--- config.mk ---
export PLATFORM = sky130hd
export DESIGN_NAME = cgen_cpu_clock
export DESIGN_NICKNAME = d
export VERILOG_FILES = /design/src/rtl/cgen_pkg.sv /design/src/rtl/cgen_bin_div.sv /design/src/rtl/cgen_tog_div.sv /design/src/rtl/cgen_portreg.sv /design/src/rtl/cgen_swmux.sv /design/src/rtl/cgen_cpu_clock.sv
export SDC_FILE = /design/constraint.sdc
export NUM_CORES = 1
export LEC_CHECK = 0
export BUFFER_PORTS_ARGS = -buffer_cell sky130_fd_sc_hd__buf_2
export CAP_MARGIN = 20
export CORE_MARGIN = 2
export CORE_UTILIZATION = 60
export CTS_CLUSTER_DIAMETER = 30
export DETAILED_ROUTE_END_ITERATION = 12
export HOLD_SLACK_MARGIN = 0.08
export PLACE_DENSITY_LB_ADDON = 0.12
export SYNTH_ARGS = -nofsm -noshare
export SYNTH_HDL_FRONTEND = slang
export SYNTH_SLANG_ARGS = --single-unit
--- constraint.sdc ---
create_clock -name clk_osc -period 2.3 [get_ports clk_osc]
set_input_delay 0.46 -clock clk_osc [delete_from_list [all_inputs] [get_ports clk_osc]]
set_output_delay 0.46 -clock clk_osc [all_outputs]
set_load 0.01 [all_outputs]
--- src/rtl/cgen_pkg.sv ---
package cgen_pkg;
    localparam int SEL_W   = 3;
    localparam int NUM_SRC = 1 << SEL_W;
    localparam int NUM_BIN = 5;
    localparam int NUM_TOG = NUM_SRC - NUM_BIN;

    typedef logic [SEL_W-1:0] sel_t;

    typedef enum logic {
        SW_RUN  = 1'b0,
        SW_PARK = 1'b1
    } sw_state_e;

    typedef struct packed {
        sw_state_e          st;
        sel_t               cur;
        logic               out;
        logic [NUM_SRC-1:0] prev;
    } sw_regs_t;

    typedef struct packed {
        sel_t code;
        logic valid;
        logic hit_prev;
    } port_regs_t;
endpackage

--- src/rtl/cgen_bin_div.sv ---
module cgen_bin_div #(
    parameter int W = 5
) (
    input  logic         clk_osc,
    input  logic         rst_n,
    output logic [W-1:0] cnt_o
);
    logic [W-1:0] cnt_d, cnt_q;

    always_comb begin
        cnt_d = cnt_q + 1'b1;
    end

    always_ff @(posedge clk_osc or negedge rst_n) begin
        if (!rst_n) cnt_q <= '0;
        else        cnt_q <= cnt_d;
    end

    assign cnt_o = cnt_q;
endmodule

--- src/rtl/cgen_tog_div.sv ---
module cgen_tog_div #(
    parameter int unsigned HALF = 4
) (
    input  logic clk_osc,
    input  logic rst_n,
    output logic tog_o
);
    localparam int CW = (HALF < 2) ? 1 : $clog2(HALF);
    localparam logic [CW-1:0] LAST = CW'(HALF - 1);

    typedef struct packed {
        logic [CW-1:0] cnt;
        logic          tog;
    } tog_regs_t;

    tog_regs_t r_d, r_q;

    always_comb begin
        r_d = r_q;
        if (r_q.cnt == LAST) begin
            r_d.cnt = '0;
            r_d.tog = ~r_q.tog;
        end else begin
            r_d.cnt = r_q.cnt + 1'b1;
        end
    end

    always_ff @(posedge clk_osc or negedge rst_n) begin
        if (!rst_n) r_q <= '0;
        else        r_q <= r_d;
    end

    assign tog_o = r_q.tog;
endmodule

--- src/rtl/cgen_portreg.sv ---
module cgen_portreg
    import cgen_pkg::*;
#(
    parameter logic [7:0] PORT_ADDR = 8'hFF
) (
    input  logic       clk_osc,
    input  logic       rst_n,
    input  logic       iorq_n,
    input  logic       wr_n,
    input  logic [7:0] addr,
    input  sel_t       io_data_lo,
    output sel_t       code_o,
    output logic       valid_o
);
    port_regs_t r_d, r_q;
    logic       hit;

    always_comb begin
        hit = !iorq_n && !wr_n && (addr == PORT_ADDR);
        r_d = r_q;
        r_d.hit_prev = hit;
        if (hit && !r_q.hit_prev) begin
            r_d.code  = io_data_lo;
            r_d.valid = 1'b1;
        end
    end

    always_ff @(posedge clk_osc or negedge rst_n) begin
        if (!rst_n) r_q <= '0;
        else        r_q <= r_d;
    end

    assign code_o  = r_q.code;
    assign valid_o = r_q.valid;
endmodule

--- src/rtl/cgen_swmux.sv ---
module cgen_swmux
    import cgen_pkg::*;
(
    input  logic               clk_osc,
    input  logic               rst_n,
    input  logic [NUM_SRC-1:0] src,
    input  sel_t               target,
    output logic               clk_o,
    output sel_t               cur_o,
    output logic               park_o
);
    sw_regs_t r_d, r_q;

    always_comb begin
        r_d      = r_q;
        r_d.prev = src;
        r_d.out  = 1'b0;
        unique case (r_q.st)
            SW_RUN: begin
                if ((target != r_q.cur) && !src[r_q.cur]) begin
                    r_d.st  = SW_PARK;
                    r_d.cur = target;
                end else begin
                    r_d.out = src[r_q.cur];
                end
            end
            SW_PARK: begin
                if (r_q.prev[r_q.cur] && !src[r_q.cur]) begin
                    r_d.st = SW_RUN;
                end
            end
            default: r_d.st = SW_RUN;
        endcase
    end

    always_ff @(posedge clk_osc or negedge rst_n) begin
        if (!rst_n) begin
            r_q.st   <= SW_RUN;
            r_q.cur  <= '0;
            r_q.out  <= 1'b0;
            r_q.prev <= '0;
        end else begin
            r_q <= r_d;
        end
    end

    assign clk_o  = r_q.out;
    assign cur_o  = r_q.cur;
    assign park_o = (r_q.st == SW_PARK);
endmodule

--- src/rtl/cgen_cpu_clock.sv ---
module cgen_cpu_clock
    import cgen_pkg::*;
#(
    parameter int unsigned SLOW0_HALF = 16000,
    parameter int unsigned SLOW1_HALF = 2000000,
    parameter int unsigned SLOW2_HALF = 16000000,
    parameter int unsigned BAUD_HALF  = 13,
    parameter logic [7:0]  PORT_ADDR  = 8'hFF
) (
    input  logic       clk_osc,
    input  logic       rst_n,
    input  logic [2:0] sw_sel,
    input  logic       iorq_n,
    input  logic       wr_n,
    input  logic [7:0] addr,
    input  logic [2:0] io_data_lo,
    output logic       clk_16,
    output logic       clk_8,
    output logic       clk_4,
    output logic       clk_baud,
    output logic       cpu_clk
);
    localparam int unsigned TOG_HALF [NUM_TOG] = '{SLOW0_HALF, SLOW1_HALF, SLOW2_HALF};

    logic [NUM_BIN-1:0] bin_cnt;
    logic [NUM_SRC-1:0] src;
    sel_t               port_code;
    logic               port_valid;
    sel_t               target;
    sel_t               cur_sel;
    logic               parked;

    cgen_bin_div #(.W(NUM_BIN)) u_bin (
        .clk_osc (clk_osc),
        .rst_n   (rst_n),
        .cnt_o   (bin_cnt)
    );

    assign src[NUM_BIN-1:0] = bin_cnt;

    for (genvar g = 0; g < NUM_TOG; g++) begin : g_slow
        cgen_tog_div #(.HALF(TOG_HALF[g])) u_slow (
            .clk_osc (clk_osc),
            .rst_n   (rst_n),
            .tog_o   (src[NUM_BIN+g])
        );
    end

    cgen_tog_div #(.HALF(BAUD_HALF)) u_baud (
        .clk_osc (clk_osc),
        .rst_n   (rst_n),
        .tog_o   (clk_baud)
    );

    cgen_portreg #(.PORT_ADDR(PORT_ADDR)) u_port (
        .clk_osc    (clk_osc),
        .rst_n      (rst_n),
        .iorq_n     (iorq_n),
        .wr_n       (wr_n),
        .addr       (addr),
        .io_data_lo (io_data_lo),
        .code_o     (port_code),
        .valid_o    (port_valid)
    );

    assign target = port_valid ? port_code : sw_sel;

    cgen_swmux u_sw (
        .clk_osc (clk_osc),
        .rst_n   (rst_n),
        .src     (src),
        .target  (target),
        .clk_o   (cpu_clk),
        .cur_o   (cur_sel),
        .park_o  (parked)
    );

    assign clk_16 = bin_cnt[0];
    assign clk_8  = bin_cnt[1];
    assign clk_4  = bin_cnt[2];
endmodule

==> results.sh, run 1 <==
export IMPL_coreArea_um2=6760
export IMPL_row_count=30
export IMPL_wirelength_um=6960
export IMPL_critPathKind="reg2reg"
export IMPL_max_freq_mhz=483
export IMPL_grt_pass1_wl_um=11800
export IMPL_cts_sinks=90
export IMPL_drv_slew=0
export IMPL_gp_congestion=0.821
export IMPL_post_cts_resized=0
export IMPL_drt_initial_drc_count=71
export IMPL_dieArea_um2=7650
export IMPL_fin_skew_ns=0.00802
export IMPL_viasPerCell=5.78
export IMPL_yosysTopAreaCellShare=0.539
export IMPL_total_power_mw=3.07
export IMPL_htree_levels=3
export IMPL_powerDensity_nw_per_um2=665
export IMPL_die_x_um=87.4
export IMPL_cp_start_kind="register"
export IMPL_relSlewSlack=0.692
export IMPL_ios=23
export IMPL_worst_pin_slew_ns=0.457
export IMPL_synth_most_common_cell="dfrtp_1"
export IMPL_synth_avg_cell_area_um2=11.2
export IMPL_yosys_register_bits=90
export IMPL_post_cts_buffers=0
export IMPL_crit_required_ns=2.58
export IMPL_cts_tree="yes"
export IMPL_synth_area_leaders="dfrtp_1, xnor2_1, xor2_1"
export IMPL_setup_ws_ns=0.231
export IMPL_clockRootBuffer="clkbuf_8"
export IMPL_detail_route_wl_per_cell_um=14.2
export IMPL_antenna_left=0
export IMPL_gr_total_overflow=0
export IMPL_global_route_usage_total=0.198
export IMPL_critPathMaxFanout=4
export IMPL_area_delta_synth_final_pct=10.6
export IMPL_initial_core_util=0.618
export IMPL_antenna_found_initial=0
export IMPL_placed_area_um2=4420
export IMPL_worstPathArrival_ns=2.34
export IMPL_yosysWarningCount=0
export IMPL_status="finished, final reports clean"
export IMPL_p_leak_nw=2.08
export IMPL_dp_worst_setup_slack_ns=0.248
export IMPL_vias=2843
export IMPL_drive_gt1_frac=0.148
export IMPL_hold_class="in2reg"
export IMPL_drt_pass1_iterations=4
export IMPL_die_y_um=87.4
export IMPL_synth_edf_count=0
export IMPL_grt_pass1_vias=2710
export IMPL_clock_latency_ns=0.35
export IMPL_dp_hpwl_um=4880
export IMPL_synth_async_reset_ratio=1.00
export IMPL_fillers=531
export IMPL_setup_viol=0
export IMPL_post_route_period_util=0.900
export IMPL_synth_top_cells_by_count="dfrtp_1, xnor2_1, nand3_1"
export IMPL_stdcell_area_um2=4620
export IMPL_drc=0
export IMPL_finalSetupTns_ns=0
export IMPL_hold_violations=0
export IMPL_finalCriticalPeriod_ns=2.07
export IMPL_grt_max_degree=45
export IMPL_synth_nets=398
export IMPL_cts_clk_slew_worst_paths_ns=0.08
export IMPL_synth_main_ff_cell="dfrtp_1"
export IMPL_antenna_cells=0
export IMPL_netlist_instances=374
export IMPL_nets=433
export IMPL_cp_end_kind="register"
export IMPL_yosys_area_top_type="dfrtp_1"
export IMPL_cts_max_path_buffers=2
export IMPL_drv_cap=0
export IMPL_ctsHoldBuffers=1
export IMPL_numPortBuffers=22
export IMPL_syn_area_um2=4180
export IMPL_rsz0062_at_grt="false"
export IMPL_vdd_drop_max_uv=502
export IMPL_cts_made_buffers=9
export IMPL_synth_distinct_cells=49
export IMPL_yosysSeqAreaShare=0.539
flip-flops by register name (all words and copies together) (netlist names):
name                 count
u_sw.clk_o               1
u_baud.r_q               4
u_sw.cur_o               3
g_slow.u_slow.tog_o      3
u_port.r_q               1
u_sw.r_q                 8
u_baud.tog_o             1
u_bin.cnt_o              5
u_port.valid_o           1
u_sw.park_o              1
u_port.code_o            3
g_slow.u_slow.r_q       59
power by group:
group / leakage (nW) / switching (mW) / internal [mW]
clock network: 0.101 / 0.510 / 0.546
registers: 1.17 / 0.0711 / 1.63
logic: 0.807 / 0.155 / 0.161
cell type report:
| cell class | count | area, µm² | area share |
|---|---|---|---|
| Timing Repair Buffer | 32 | 203 | 0.0439 |
| Multi-Input combinational cell | 260 | 1810 | 0.392 |
| Clock buffer | 11 | 151 | 0.0328 |
| Tap cell | 80 | 100 | 0.0217 |
| Inverter | 16 | 60.1 | 0.0130 |
| Clock inverter | 3 | 40.0 | 0.00867 |
| Sequential cell | 90 | 2250 | 0.488 |
final timing paths:
check / startpoint / end / slack, ns / cells past startpoint
min in group asynchronous: rst_n / u_sw.cur_o[2] / 0.57 / 2
setup reg to reg: g_slow[2].u_slow.r_q[1] / g_slow[2].u_slow.r_q[23] / 0.23 / 5
setup / recovery: g_slow[2].u_slow.r_q[1] / g_slow[2].u_slow.r_q[23] / 0.23 / 5
max in group asynchronous: rst_n / g_slow[1].u_slow.r_q[4] / 1.17 / 3
hold / removal: io_data_lo[2] / u_port.code_o[2] / 0.35 / 2
hold reg to reg: u_bin.cnt_o[4] / u_sw.r_q[4] / 0.42 / 0
cells by family (layout without fill, tap and decap cells):
group,Yosys count,in the layout,synth area share
xor+xnor,48,48,0.101
flops,90,90,0.539
fa+ha+maj,6,6,0.0180
compound gates,33,33,0.0518
simple gates,152,152,0.206
mux,21,21,0.0575
buf+inv,24,62,0.0270
through the flow:
step                hold WS, ns  utilization  cells
floorplan                 0.164            -    374
global placement          0.402        0.654    477
detailed placement        0.403        0.654    477
CTS                       0.341        0.684    492
global route              0.335        0.684    492
finish                    0.350        0.684    492
routing by layer:
layer	wire length, µm	vias up	track usage
li1	-	1405	-
met1	3370	1397	0.268
met2	3300	34	0.317
met3	217	7	0.0512
met4	72	0	0.0573
met5	0	-	0
worst max-delay path, stage by stage (launching register included):
cell and delay [ns]:
dfrtp_1 0.39, ha_1 0.26, nand4_1 0.15, nor4_1 0.43, or4b_2 0.62, a21oi_1 0.15
layout by cell type, fill, tap and decap left out, types with 2 or more instances in the layout:
cell type | netlist | layout
or4_1 | 4 | 4
xnor2_1 | 30 | 30
xor2_1 | 18 | 18
inv_1 | 16 | 16
nand4b_1 | 4 | 4
nor2_1 | 28 | 28
nand3_1 | 29 | 29
clkbuf_8 | 1 | 11
o21ai_0 | 5 | 5
a21oi_1 | 11 | 11
nand4_1 | 13 | 13
buf_4 | 0 | 9
mux2i_1 | 15 | 15
o41ai_1 | 3 | 3
mux2_2 | 4 | 4
buf_2 | 1 | 21
a31oi_1 | 2 | 2
nor4b_1 | 3 | 3
dfrtp_1 | 90 | 90
o31ai_1 | 5 | 5
nor2b_1 | 5 | 5
ha_1 | 6 | 6
nand2_1 | 22 | 22
and3_1 | 6 | 6
or3_1 | 2 | 2
clkinv_2 | 0 | 2
and4_1 | 12 | 12
mux4_2 | 2 | 2
nor4_1 | 4 | 4
nor3_1 | 9 | 9
Power figures use the tool's default switching activity.
==> run 2, diff against run 1 <==
CORE_UTILIZATION = 41   (was 60)
==> run 2 against run 1 <==
Worst hold slack worse by 0.029 ns. Non-clock buffer count stayed put. Cell area is 1.5% higher.
==> results.sh, run 2 (same netlist as run 1, synthesis figures left out) <==
export IMPL_status="finished, final reports clean"
export IMPL_critPathSlowestCell="or4b_2"
export IMPL_coreArea_um2=9820
export IMPL_drt_pass1_iterations=4
export IMPL_layoutNonFillerInstCount=547
export IMPL_dpl_cell_count=530
export IMPL_grt_pass1_vias=2814
export IMPL_layout_commonest_cell="dfrtp_1"
export IMPL_dp_hpwl_um=5000
export IMPL_hold_violations=0
export IMPL_regMostFlops="g_slow.u_slow.r_q"
export IMPL_numPortBuffers=22
export IMPL_dieArea_um2=11000
export IMPL_setup_viol=0
export IMPL_global_route_usage_total=0.142
export IMPL_relSlewSlack=0.677
export IMPL_grt_pass1_wl_um=12700
export IMPL_drc=0
export IMPL_gr_total_overflow=0
export IMPL_crit_buf_inv=0
export IMPL_crit_required_ns=2.60
export IMPL_cp_end_kind="register"
export IMPL_finalCriticalPeriod_ns=2.07
export IMPL_antenna_cells=0
export IMPL_slowest_delay_ns=0.62
export IMPL_drt_initial_drc_count=107
export IMPL_drv_slew=0
export IMPL_critPathMaxFanout=4
export IMPL_crit_chain="ha_1 -> nand4_1 -> nor4_1 -> or4b_2 -> a21oi_1"
export IMPL_row_count=36
export IMPL_worst_pin_slew_ns=0.480
export IMPL_final_cell_mix="dfrtp_1, xnor2_1, nand3_1"
export IMPL_initial_core_util=0.425
export IMPL_critPathKind="reg2reg"
export IMPL_fin_util=0.477
export IMPL_grt_max_degree=44
export IMPL_antenna_found_initial=0
export IMPL_p_leak_nw=2.08
export IMPL_cp_start_kind="register"
export IMPL_area_delta_synth_final_pct=12.2
export IMPL_powerDensity_nw_per_um2=654
export IMPL_cts_sinks=90
export IMPL_htree_levels=3
export IMPL_cts_tree="yes"
export IMPL_cts_made_buffers=9
export IMPL_hold_class="in2reg"
export IMPL_whs_ns=0.322
export IMPL_drv_cap=0
export IMPL_ios=23
export IMPL_antenna_left=0
export IMPL_vdd_drop_max_uv=327
export IMPL_vias=2839
export IMPL_die_y_um=105
export IMPL_largest_reg_flops=59
export IMPL_placed_area_um2=4480
export IMPL_clock_latency_ns=0.36
export IMPL_drive_gt1_frac=0.152
export IMPL_rrSetupSlack_ns=0.23
export IMPL_detail_route_wl_per_cell_um=13.1
export IMPL_finalSetupTns_ns=0
export IMPL_wirelength_um=7190
export IMPL_fin_skew_ns=0.00998
export IMPL_gp_congestion=0.772
export IMPL_cts_clk_slew_worst_paths_ns=0.10
export IMPL_stdcell_area_um2=4690
export IMPL_clockRootBuffer="clkbuf_8"
export IMPL_post_route_period_util=0.901
export IMPL_die_x_um=105
export IMPL_rsz0062_at_grt="false"
export IMPL_cts_max_path_buffers=2
export IMPL_max_freq_mhz=483
export IMPL_fillers=932
export IMPL_nets=433
export IMPL_cp_top_family="simple AND/OR/NAND/NOR gates"
export IMPL_viasPerCell=5.19
export IMPL_worstPathArrival_ns=2.37
run 2: cell count changes in the layout (fill, tap and decap cells not counted), sizes merged:
cell      change
clkinvlp      +1
clkbuf        -2
bufinv        -1
inv           +4
run 2: cell type report:
class	count	area (µm²)	share of cell area
tap	133	166	0.0355
clock inverter	7	70.1	0.0149
timing repair buffer	32	203	0.0432
clock buffer	9	124	0.0264
sequential	90	2250	0.480
multi-input combinational	260	1810	0.387
inverter	16	60.1	0.0128
run 2: what timing repair did:
action | in CTS | in global routing
hold buffers | 1 | 0
hold endpoints to repair | 26 | 0
setup buffers | 0 | 0
resized for setup | 0 | 0
setup endpoints to repair | 0 | 0
run 2: power by group:
group          switching [mW]  internal, mW  leakage [nW]  total (mW)
Combinational           0.158         0.161         0.807       0.319
Clock                   0.628         0.423        0.0955        1.05
Sequential             0.0690          1.63          1.17        1.70
run 2: path summary, 6_finish.rpt:
path / startpoint / depth (start not counted) / to
setup / recovery: g_slow[2].u_slow.r_q[1] / 5 / g_slow[2].u_slow.r_q[23]
hold / removal: io_data_lo[2] / 2 / u_port.code_o[2]
setup reg to reg: g_slow[2].u_slow.r_q[1] / 5 / g_slow[2].u_slow.r_q[23]
hold reg to reg: u_bin.cnt_o[4] / 0 / u_sw.r_q[4]
max in group asynchronous: rst_n / 3 / g_slow[0].u_slow.r_q[13]
min in group asynchronous: rst_n / 2 / u_sw.r_q[0]
run 2: worst register-to-register path, cell delays in order (launching register included):
cell and delay [ns]:
dfrtp_1 0.40, ha_1 0.24, nand4_1 0.14, nor4_1 0.45
or4b_2 0.62, a21oi_1 0.16
run 2: metrics by stage:
stage / worst slack, ns / power, mW
finish: 0.228 / 3.07
global route: 0.0759 / 3.24
CTS: 0.178 / 3.13
detailed placement: 0.208 / 2.05
global placement: 0.341 / 2.05
floorplan: 0.445 / 1.95
run 2: per-layer routing:
metal	wire length, µm	track usage	vias up
li1	-	-	1409
met1	3590	0.188	1386
met2	3240	0.227	32
met3	238	0.0306	12
met4	119	0.0600	0
met5	0	0	-
